[config.mk]
export PLATFORM = sky130hd
export DESIGN_NAME = flerase_ctl
export DESIGN_NICKNAME = d
export VERILOG_FILES = /design/src/rtl/flerase_pkg.sv /design/src/rtl/flerase_decode.sv /design/src/rtl/flerase_timer.sv /design/src/rtl/flerase_sectbuf.sv /design/src/rtl/flerase_ctl.sv
export SDC_FILE = /design/constraint.sdc
export NUM_CORES = 1
export LEC_CHECK = 0
export ABC_AREA = 1
export BUFFER_PORTS_ARGS = -buffer_cell sky130_fd_sc_hd__buf_2
export CORE_MARGIN = 2
export CORE_UTILIZATION = 48
export CTS_CLUSTER_SIZE = 14
export DETAILED_ROUTE_END_ITERATION = 10
export PLACE_DENSITY = 0.65
export SLEW_MARGIN = 5
export SYNTH_ARGS = -nofsm -noshare
export SYNTH_HDL_FRONTEND = slang
export SYNTH_HIERARCHICAL = 1
export SYNTH_SLANG_ARGS = --single-unit
[constraint.sdc]
create_clock -name clk -period 4.4 [get_ports clk]
set_clock_uncertainty 0.15 [all_clocks]
set_input_delay 0.66 -clock clk [delete_from_list [all_inputs] [get_ports clk]]
set_output_delay 0.66 -clock clk [all_outputs]
set_load 0.005 [all_outputs]
[src/rtl/flerase_pkg.sv]
package flerase_pkg;

    typedef enum logic [2:0] {
        ST_READ,
        ST_UNL1,
        ST_UNL2,
        ST_SETUP,
        ST_UNL3,
        ST_UNL4,
        ST_SECT_WIN,
        ST_ERASING
    } state_t;

    typedef enum logic [2:0] {
        CMD_NONE,
        CMD_KEY_A,
        CMD_KEY_B,
        CMD_SETUP,
        CMD_CHIP,
        CMD_SECT,
        CMD_SUSP,
        CMD_OTHER
    } cmd_t;

    localparam logic [10:0] ADR_KEY_A = 11'h555;
    localparam logic [10:0] ADR_KEY_B = 11'h2AA;
    localparam logic [7:0]  DAT_KEY_A = 8'hAA;
    localparam logic [7:0]  DAT_KEY_B = 8'h55;
    localparam logic [7:0]  DAT_SETUP = 8'h80;
    localparam logic [7:0]  DAT_CHIP  = 8'h10;
    localparam logic [7:0]  DAT_SECT  = 8'h30;
    localparam logic [7:0]  DAT_SUSP  = 8'hB0;

endpackage

[src/rtl/flerase_decode.sv]
module flerase_decode
    import flerase_pkg::*;
#(
    parameter int DATA_W = 8
) (
    input  logic              wr_en,
    input  logic [10:0]       addr_lo,
    input  logic [DATA_W-1:0] data,
    output cmd_t              cmd
);

    logic hit_a;
    logic hit_b;

    assign hit_a = (addr_lo == ADR_KEY_A);
    assign hit_b = (addr_lo == ADR_KEY_B);

    always_comb begin
        cmd = CMD_OTHER;
        if (!wr_en)
            cmd = CMD_NONE;
        else if (hit_a && data == DATA_W'(DAT_KEY_A))
            cmd = CMD_KEY_A;
        else if (hit_b && data == DATA_W'(DAT_KEY_B))
            cmd = CMD_KEY_B;
        else if (hit_a && data == DATA_W'(DAT_SETUP))
            cmd = CMD_SETUP;
        else if (hit_a && data == DATA_W'(DAT_CHIP))
            cmd = CMD_CHIP;
        else if (data == DATA_W'(DAT_SECT))
            cmd = CMD_SECT;
        else if (data == DATA_W'(DAT_SUSP))
            cmd = CMD_SUSP;
    end

endmodule

[src/rtl/flerase_timer.sv]
module flerase_timer #(
    parameter int CNT_W = 8
) (
    input  logic             clk,
    input  logic             rst_n,
    input  logic             clr,
    input  logic             run,
    input  logic [CNT_W-1:0] last,
    output logic             hit
);

    logic [CNT_W-1:0] cnt_q;

    assign hit = run && (cnt_q == last);

    always_ff @(posedge clk or negedge rst_n) begin
        if (!rst_n)
            cnt_q <= '0;
        else if (clr)
            cnt_q <= '0;
        else if (run && !hit)
            cnt_q <= cnt_q + 1'b1;
    end

    AST_CNT_BOUND: assert property (@(posedge clk) disable iff (!rst_n)
        (run && !clr) |-> (cnt_q <= last));

endmodule

[src/rtl/flerase_sectbuf.sv]
module flerase_sectbuf #(
    parameter int SECT_W = 3
) (
    input  logic                   clk,
    input  logic                   rst_n,
    input  logic                   clr,
    input  logic                   set_all,
    input  logic                   set_en,
    input  logic [SECT_W-1:0]      set_idx,
    output logic [(1<<SECT_W)-1:0] mask
);

    localparam int NUM_SECT = 1 << SECT_W;

    for (genvar i = 0; i < NUM_SECT; i++) begin : g_bit
        always_ff @(posedge clk or negedge rst_n) begin
            if (!rst_n)
                mask[i] <= 1'b0;
            else if (clr)
                mask[i] <= 1'b0;
            else if (set_all)
                mask[i] <= 1'b1;
            else if (set_en && set_idx == SECT_W'(i))
                mask[i] <= 1'b1;
        end
    end

endmodule

[src/rtl/flerase_ctl.sv]
module flerase_ctl
    import flerase_pkg::*;
#(
    parameter int ADDR_W    = 12,
    parameter int DATA_W    = 8,
    parameter int SECT_W    = 3,
    parameter int CLK_MHZ   = 100,
    parameter int WIN_US    = 50,
    parameter int ERASE_CYC = 20000
) (
    input  logic                   clk,
    input  logic                   rst_n,
    input  logic                   wr_en,
    input  logic [ADDR_W-1:0]      wr_addr,
    input  logic [DATA_W-1:0]      wr_data,
    input  logic                   rd_en,
    output logic                   ready,
    output logic                   tmr_expired,
    output logic                   toggle_bit,
    output logic [(1<<SECT_W)-1:0] erase_mask
);

    localparam int NUM_SECT = 1 << SECT_W;
    localparam int WIN_CYC  = WIN_US * CLK_MHZ;
    localparam int MAX_CYC  = (WIN_CYC > ERASE_CYC) ? WIN_CYC : ERASE_CYC;
    localparam int CNT_W    = $clog2(MAX_CYC + 1);

    state_t             state_q, state_d;
    cmd_t               cmd;
    logic               cnt_clr, cnt_run, cnt_hit;
    logic [CNT_W-1:0]   cnt_last;
    logic               buf_clr, buf_all, buf_set;
    logic               busy;
    logic               toggle_q;
    logic [SECT_W-1:0]  sect_idx;

    assign sect_idx = wr_addr[ADDR_W-1 -: SECT_W];

    flerase_decode #(.DATA_W(DATA_W)) u_decode (
        .wr_en   (wr_en),
        .addr_lo (wr_addr[10:0]),
        .data    (wr_data),
        .cmd     (cmd)
    );

    flerase_timer #(.CNT_W(CNT_W)) u_timer (
        .clk   (clk),
        .rst_n (rst_n),
        .clr   (cnt_clr),
        .run   (cnt_run),
        .last  (cnt_last),
        .hit   (cnt_hit)
    );

    flerase_sectbuf #(.SECT_W(SECT_W)) u_sectbuf (
        .clk     (clk),
        .rst_n   (rst_n),
        .clr     (buf_clr),
        .set_all (buf_all),
        .set_en  (buf_set),
        .set_idx (sect_idx),
        .mask    (erase_mask)
    );

    assign busy     = (state_q == ST_SECT_WIN) || (state_q == ST_ERASING);
    assign cnt_run  = busy;
    assign cnt_last = (state_q == ST_ERASING) ? CNT_W'(ERASE_CYC - 1)
                                              : CNT_W'(WIN_CYC - 1);

    // next state and datapath controls
    always_comb begin
        state_d = state_q;
        cnt_clr = 1'b0;
        buf_clr = 1'b0;
        buf_all = 1'b0;
        buf_set = 1'b0;
        unique case (state_q)
            ST_READ: begin
                if (cmd == CMD_KEY_A) state_d = ST_UNL1;
            end
            ST_UNL1: begin
                if (cmd == CMD_KEY_B)      state_d = ST_UNL2;
                else if (cmd != CMD_NONE)  state_d = ST_READ;
            end
            ST_UNL2: begin
                if (cmd == CMD_SETUP)      state_d = ST_SETUP;
                else if (cmd != CMD_NONE)  state_d = ST_READ;
            end
            ST_SETUP: begin
                if (cmd == CMD_KEY_A)      state_d = ST_UNL3;
                else if (cmd != CMD_NONE)  state_d = ST_READ;
            end
            ST_UNL3: begin
                if (cmd == CMD_KEY_B)      state_d = ST_UNL4;
                else if (cmd != CMD_NONE)  state_d = ST_READ;
            end
            ST_UNL4: begin
                if (cmd == CMD_CHIP) begin
                    state_d = ST_ERASING;
                    buf_all = 1'b1;
                    cnt_clr = 1'b1;
                end else if (cmd == CMD_SECT) begin
                    state_d = ST_SECT_WIN;
                    buf_set = 1'b1;
                    cnt_clr = 1'b1;
                end else if (cmd != CMD_NONE) begin
                    state_d = ST_READ;
                end
            end
            ST_SECT_WIN: begin
                if (cmd == CMD_SECT) begin
                    buf_set = 1'b1;
                    cnt_clr = 1'b1;
                end else if (cmd == CMD_NONE || cmd == CMD_SUSP) begin
                    if (cnt_hit) begin
                        state_d = ST_ERASING;
                        cnt_clr = 1'b1;
                    end
                end else begin
                    state_d = ST_READ;
                    buf_clr = 1'b1;
                end
            end
            ST_ERASING: begin
                if (cnt_hit) begin
                    state_d = ST_READ;
                    buf_clr = 1'b1;
                end
            end
            default: begin
                state_d = ST_READ;
                buf_clr = 1'b1;
            end
        endcase
    end

    // state register
    always_ff @(posedge clk or negedge rst_n) begin
        if (!rst_n) state_q <= ST_READ;
        else        state_q <= state_d;
    end

    // status toggle register
    always_ff @(posedge clk or negedge rst_n) begin
        if (!rst_n)             toggle_q <= 1'b0;
        else if (rd_en && busy) toggle_q <= ~toggle_q;
    end

    // outputs
    always_comb begin
        ready       = !busy;
        tmr_expired = (state_q == ST_ERASING);
        toggle_bit  = toggle_q;
    end

    AST_READ_MASK_EMPTY: assert property (@(posedge clk) disable iff (!rst_n)
        (state_q == ST_READ) |-> (erase_mask == '0));

    AST_WIN_MASK_SET: assert property (@(posedge clk) disable iff (!rst_n)
        (state_q == ST_SECT_WIN) |-> (erase_mask != '0));

    AST_ERASE_FROZEN: assert property (@(posedge clk) disable iff (!rst_n)
        (state_q == ST_ERASING && $past(state_q) == ST_ERASING) |-> $stable(erase_mask));

    AST_CHIP_ALL: assert property (@(posedge clk) disable iff (!rst_n)
        (state_q == ST_UNL4 && cmd == CMD_CHIP) |=> (erase_mask == {NUM_SECT{1'b1}}));

    AST_DONE_READY: assert property (@(posedge clk) disable iff (!rst_n)
        (state_q == ST_ERASING && cnt_hit) |=> ready);

    AST_TOGGLE_HOLD: assert property (@(posedge clk) disable iff (!rst_n)
        !(rd_en && busy) |=> $stable(toggle_bit));

endmodule

Word-level counts from Yosys, hierarchy flattened
Cells that the tools add are included.

word-level totals
  flip-flop bits (word level) = 27
  bits of input ports = 24
  output and inout port bits = 11
  logic and storage cells = 139

cells by class
  $add $sub $neg = 1
  equality and inequality tests = 33
  mux-type cells = 60
  bitwise logic cells = 1
  reduce and logical (&&, ||, !) cells = 33

operators by type and width
  cell                                                                      count
  3-bit 2-to-1 mux                                                          18
  15-bit 2-to-1 mux                                                         3
  1-bit 2-to-1 mux                                                          35
  3-bit equality test (second input constant)                               11
  3-bit nonzero test                                                        9
  8-bit equality test (second input constant)                               3
  3-bit one-hot mux with 8 select lines                                     1
  3-bit by 2-bit equality test with 1-bit output (second input constant)    6
  15-bit by 1-bit adder with 15-bit output (second input constant)          1
  15-bit equality test                                                      1
  1-bit logical AND                                                         15
  11-bit by 10-bit equality test with 1-bit output (second input constant)  1
  11-bit equality test (second input constant)                              1
  3-bit by 1-bit equality test with 1-bit output (second input constant)    3
  3-bit logical NOT                                                         3
  8-bit by 5-bit equality test with 1-bit output (second input constant)    1
  8-bit by 6-bit equality test with 1-bit output (second input constant)    1
  8-bit by 7-bit equality test with 1-bit output (second input constant)    1
  1-bit one-hot mux with 2 select lines                                     3
  2-bit inequality test (second input constant)                             2
  4-bit AND reduction                                                       1
  3-bit by 2-bit inequality test with 1-bit output (second input constant)  1
  1-bit logical NOT                                                         2
  1-bit logical OR                                                          2
  3 further kinds                                                           3

Depth between registers and ports, before layout
  word-level depth = 16
  depth in mapped cells = 20
  mapped depth without buffers = 19

Hierarchy
Netlist, hierarchy kept.

by module, submodules not included
  module           times used  cells each  area each (um^2)  seq. area each (um^2)
  flerase_timer    1           214         1316.3            375.4
  flerase_ctl      1           92          491.7             100.1
  flerase_sectbuf  1           45          374.1             200.2
  flerase_decode   1           60          265.3             0.0

Worst setup path after synthesis
Ideal clock, no wire load.

  path type = register -> register
  from = register state_q[2]
  to = register u_timer.cnt_q[12]
  setup time = 0.118 ns
  data arrival time = 2.501 ns
  required time = 4.132 ns
  setup slack = 1.632 ns
  cell stages (with the launch flop) = 20
  path buffers = 2
  period minus slack after synthesis = 2.768 ns
  cell sequence = dfrtp_1 > nand2_2 > nor2_2 > inv_1 > nand2_1 > nand2_1 > nor2_2 > nand2_2 > nor2_4 > nand2_4 > buf_2 > nor2_1 > nand2_1 > a21oi_1 > inv_1 > clkbuf_1 > o21ai_1 > inv_1 > nand4_1 > nand2_1

on the way
  longest elaborated chain between the ends = 9
  elaborated cells on any way between the ends = 15
  classes of those cells = eq/ne: 4; mux: 6; reduce/logical: 5

RTL lines
  element                                                  line                 text
  from (decl)                                              flerase_ctl.sv:28    state_t state_q, state_d;
  from (signal assigned)                                   flerase_ctl.sv:140   else state_q <= state_d;
  3-bit equality test *                                    --
  net tmr_expired                                          flerase_ctl.sv:18    output logic tmr_expired,
  15-bit 2-to-1 mux *                                      flerase_ctl.sv:67    assign cnt_last = (state_q == ST_ERASING) ? CNT_W'(ERASE_CYC - 1)
  net cnt_last[12]                                         flerase_ctl.sv:31    logic [CNT_W-1:0] cnt_last;
  15-bit equality test *                                   flerase_timer.sv:14  assign hit = run && (cnt_q == last);
  1-bit logical AND *                                      flerase_timer.sv:14
  net cnt_hit                                              flerase_ctl.sv:30    logic cnt_clr, cnt_run, cnt_hit;
  1-bit 2-to-1 mux *                                       flerase_ctl.sv:115   if (cnt_hit) begin
  1-bit 2-to-1 mux *                                       flerase_ctl.sv:114   end else if (cmd == CMD_NONE || cmd == CMD_SUSP) begin
  1-bit 2-to-1 mux *                                       flerase_ctl.sv:111   if (cmd == CMD_SECT) begin
  1-bit one-hot mux with 2 select lines *                  flerase_ctl.sv:77    unique case (state_q)
  net cnt_clr                                              flerase_ctl.sv:30
  15-bit 2-to-1 mux or 2-bit nonzero test (tied branches)  --
  to (signal assigned)                                     flerase_timer.sv:22  cnt_q <= cnt_q + 1'b1;
  to (decl)                                                flerase_timer.sv:12  logic [CNT_W-1:0] cnt_q;

Mark *: on every way through the listed nets, which the timed path passes. The rest lies on a longest branch.
A chain may end at the register's enable or synchronous reset.

Worst setup path in the final report
  from = register state_q[0]
  to = register u_timer.cnt_q[12]

on the way
  longest elaborated chain between the ends = 9
  elaborated cells on any way between the ends = 15
  classes of those cells = eq/ne: 4; mux: 6; reduce/logical: 5

RTL lines
  element                                                  line
  3-bit equality test *                                    flerase_ctl.sv:67
  15-bit 2-to-1 mux *                                      flerase_ctl.sv:67
  net cnt_last[12]                                         flerase_ctl.sv:31
  15-bit equality test *                                   flerase_timer.sv:14
  1-bit logical AND *                                      flerase_timer.sv:14
  net cnt_hit                                              flerase_ctl.sv:30
  1-bit 2-to-1 mux *                                       flerase_ctl.sv:115
  1-bit 2-to-1 mux *                                       flerase_ctl.sv:114
  1-bit 2-to-1 mux *                                       flerase_ctl.sv:111
  1-bit one-hot mux with 2 select lines *                  flerase_ctl.sv:77
  net cnt_clr                                              flerase_ctl.sv:30
  15-bit 2-to-1 mux or 2-bit nonzero test (tied branches)  --

Marks and branches as above.

==> run summary <==
area occupied by multi-input gates: 1500 um2
post-DP HPWL: 4360 um
R2R setup slack: 0.98 ns
die height: 75.4 um
NumNets Final: 475
Crit path max-delay family: simple AND/OR/NAND/NOR gates
placed insts: 512
YS warnings: 6
mapped cell area: 2450 um2
post-synthesis sequential area ratio: 27.6%
Critical R2R Launch: state_q[0]$_DFFE_PN0P_
clock buffer depth: 2
Area growth, synth to finish: 11.7%
Hold Crit Class: in2async
CORE AREA: 4820 um2
later-pin clock latency in the skew report: 0.28 ns
layout cells sized above 1: 16.5%
slew margin rel.: 42.1%
fill cell count: 535
die area: 5690 um2
crit path DAT: 3.44 ns
Hold Vio Cnt, Final: 0
TritonCTS buffer count: 3
Critical Path Max Stage Delay: 0.60 ns
post-route minimum period: 3.42 ns
number of global-route vias before repair: 2157
Slew @ Worst Pin: 0.861 ns
CP Buf/Inv Count: 5
I/O Pins: 35
Initial DRC Count: 139
first-pass GRT wire length: 9600 um
Worst setup EP type: register
largest family of logic cells by synthesized area: simple AND/OR/NAND/NOR gates
die width: 75.4 um
crit start category: register
Final GP Congestion: 0.893
final wirelength: 5650 um
CP endpoint: u_timer/cnt_q[12]$_DFFE_PN0P_
Synth Area in Compound Gates: 5.27%
clock root cell: clkbuf_8
Mapped Cells: 411
CP required: 4.43 ns
vias: 2487
Initial Util: 50.8%
Placed Area: 2690 um2
Via density: 4.82
post-CTS resize count: 0
status: finished, final reports clean
setup tns final: 0 ns
Setup Buffers After CTS: 0
max-cap check violation count: 0
Reg area: 676 um2
pwr/cell area: 234 nW/um2
Syn Area/Cell: 5.95 um2
fin. max-slew vios: 0
leakage: 1.53 nW
Max FO, Critical Path: 20
largest net degree at the start of global routing: 28
post-synthesis xor/xnor area fraction: 3.22%
number of library cell types mapped by synthesis: 33
Worst VDD drop: 0.174 mV
Pre-Repair DR Iteration Count: 4
n_diodes: 0
# setup viols final: 0
H-tree depth: 1
critical-path cell list: inv_1, nor2_2, inv_1, nand2_1, nand2_1, nor2_2, nand2_2, nor2_4, nand2_4, nor2_1, nand2_1, a21oi_1, inv_1, buf_4, o21ai_1, inv_1, nand4_1, nand2_1
CTS tree: built
number of stages on the worst setup path: 18
initial antenna violation count: 0
Synth Area in Adders: 0.511%
R2R depth: 18
Synth Area in Simple Gates: 50.3%
All-Layer GR Usage: 21.6%
critical setup path kind: reg2reg
FP Rows: 25
Layout Cells excl Fill: 516
# DRC: 0
clk slew on worst S/H paths: 0.10 ns
worst r2r dst: u_timer/cnt_q[12]$_DFFE_PN0P_
fmax: 292 MHz
RSZ-0062 raised after global routing: false
Congestion Overflow GR: 0
period utilisation layout: 77.7%
post-synthesis mux area share: 0%
cell area after layout: 2730 um2
flops & latches, synth: 27
Critical-path top delay cell: dfrtp_1
clk sinks: 27
final antenna-violating net count: 0
wire length per cell: 10.9 um
crit path launch: state_q[0]$_DFFE_PN0P_
hold buffers post-CTS: 0
IO buf count: 34
## synth_stat cells
cell	n	area, um2
nor3_2	1	10.0
clkbuf_1	4	15.0
o21ai_2	1	8.76
nand2_1	124	465
a21oi_1	9	45.0
nor3_1	4	20.0
o21ai_1	3	15.0
ha_1	1	12.5
inv_2	7	26.3
conb_1	2	7.51
buf_8	1	15.0
o21ai_0	5	25.0
nand3b_1	2	15.0
nor2_4	3	33.8
nand4_1	20	125
nor2_1	59	221
buf_2	5	25.0
or2_1	1	6.26
or2_0	1	6.26
xnor2_1	4	35.0
clkinv_1	2	7.51
nand2_2	3	18.8
buf_1	1	3.75
nor2_2	12	75.1
nand3_2	2	20.0
xor2_1	5	43.8
o32ai_1	1	8.76
nand2_4	2	22.5
dfrtp_1	27	676
inv_1	57	214
a21oi_2	3	26.3
buf_4	1	7.51
nand3_1	38	190
## layout by cell type, fill, tap and decap left out, types with 4 or more instances in the layout
cell type,count
a21oi_1,9
buf_2,34
conb_1,12
dfrtp_1,27
inv_1,57
inv_2,7
nand2_1,124
nand3_1,38
nand4_1,20
nor2_1,59
nor2_2,12
nor3_1,4
o21ai_0,5
xnor2_1,4
xor2_1,5
## cell type report
class | count | share of cell area, %
Multi-Input combinational cell | 316 | 54.7
Timing Repair Buffer | 36 | 6.77
Tap cell | 67 | 3.07
Clock inverter | 1 | 0.183
Clock buffer | 3 | 1.51
Sequential cell | 27 | 24.7
Inverter | 66 | 9.06
## metal layers
layer	up-vias	routed length, um	GRT usage (%)
li1	1347	-	-
met1	1093	2900	31.3
met2	42	2470	34.1
met3	5	225	3.04
met4	0	49	5.46
met5	-	0	0
## power breakdown
| group | total, W | switching, W | internal [W] |
|---|---|---|---|
| Combinational | 0.000174 | 0.0000992 | 0.0000750 |
| Sequential | 0.000318 | 0.0000366 | 0.000282 |
| Clock | 0.000147 | 0.0000832 | 0.0000637 |
## through the flow
stage	util, %	power, W	hold WS, ns	worst slack (ns)
finish	56.8	0.000639	0.219	0.980
global route	56.8	0.000689	0.263	0.639
CTS	56.8	0.000650	0.244	1.02
detailed placement	55.8	0.000498	0.308	1.05
global placement	55.8	0.000497	0.309	1.13
floorplan	-	0.000435	0.214	1.63
## registers in the layout (all words and copies together), names as in the netlist
signal	cells
u_sectbuf/mask	8
u_timer/cnt_q	15
state_q	3
toggle_bit	1
## kinds of logic after synthesis
kind of cell,after synthesis
buf+inv,78
fa+ha+maj,1
simple gates,272
compound gates,22
other cells,2
xor+xnor,9
flops,27
## worst min path at each step
| stage | slack, ns | end | start | cells past startpoint |
|---|---|---|---|---|
| floorplan | 0.21 | state_q[0]$_DFFE_PN0P_ | rst_n | 0 |
| global placement | 0.31 | toggle_bit$_DFFE_PN0P_ | toggle_bit$_DFFE_PN0P_ | 1 |
| detailed placement | 0.31 | toggle_bit$_DFFE_PN0P_ | toggle_bit$_DFFE_PN0P_ | 1 |
| CTS | 0.24 | state_q[2]$_DFFE_PN0P_ | rst_n | 1 |
| global route | 0.26 | state_q[2]$_DFFE_PN0P_ | rst_n | 1 |
| finish | 0.22 | toggle_bit$_DFFE_PN0P_ | rst_n | 1 |
(Power assumes the default switching activity.)
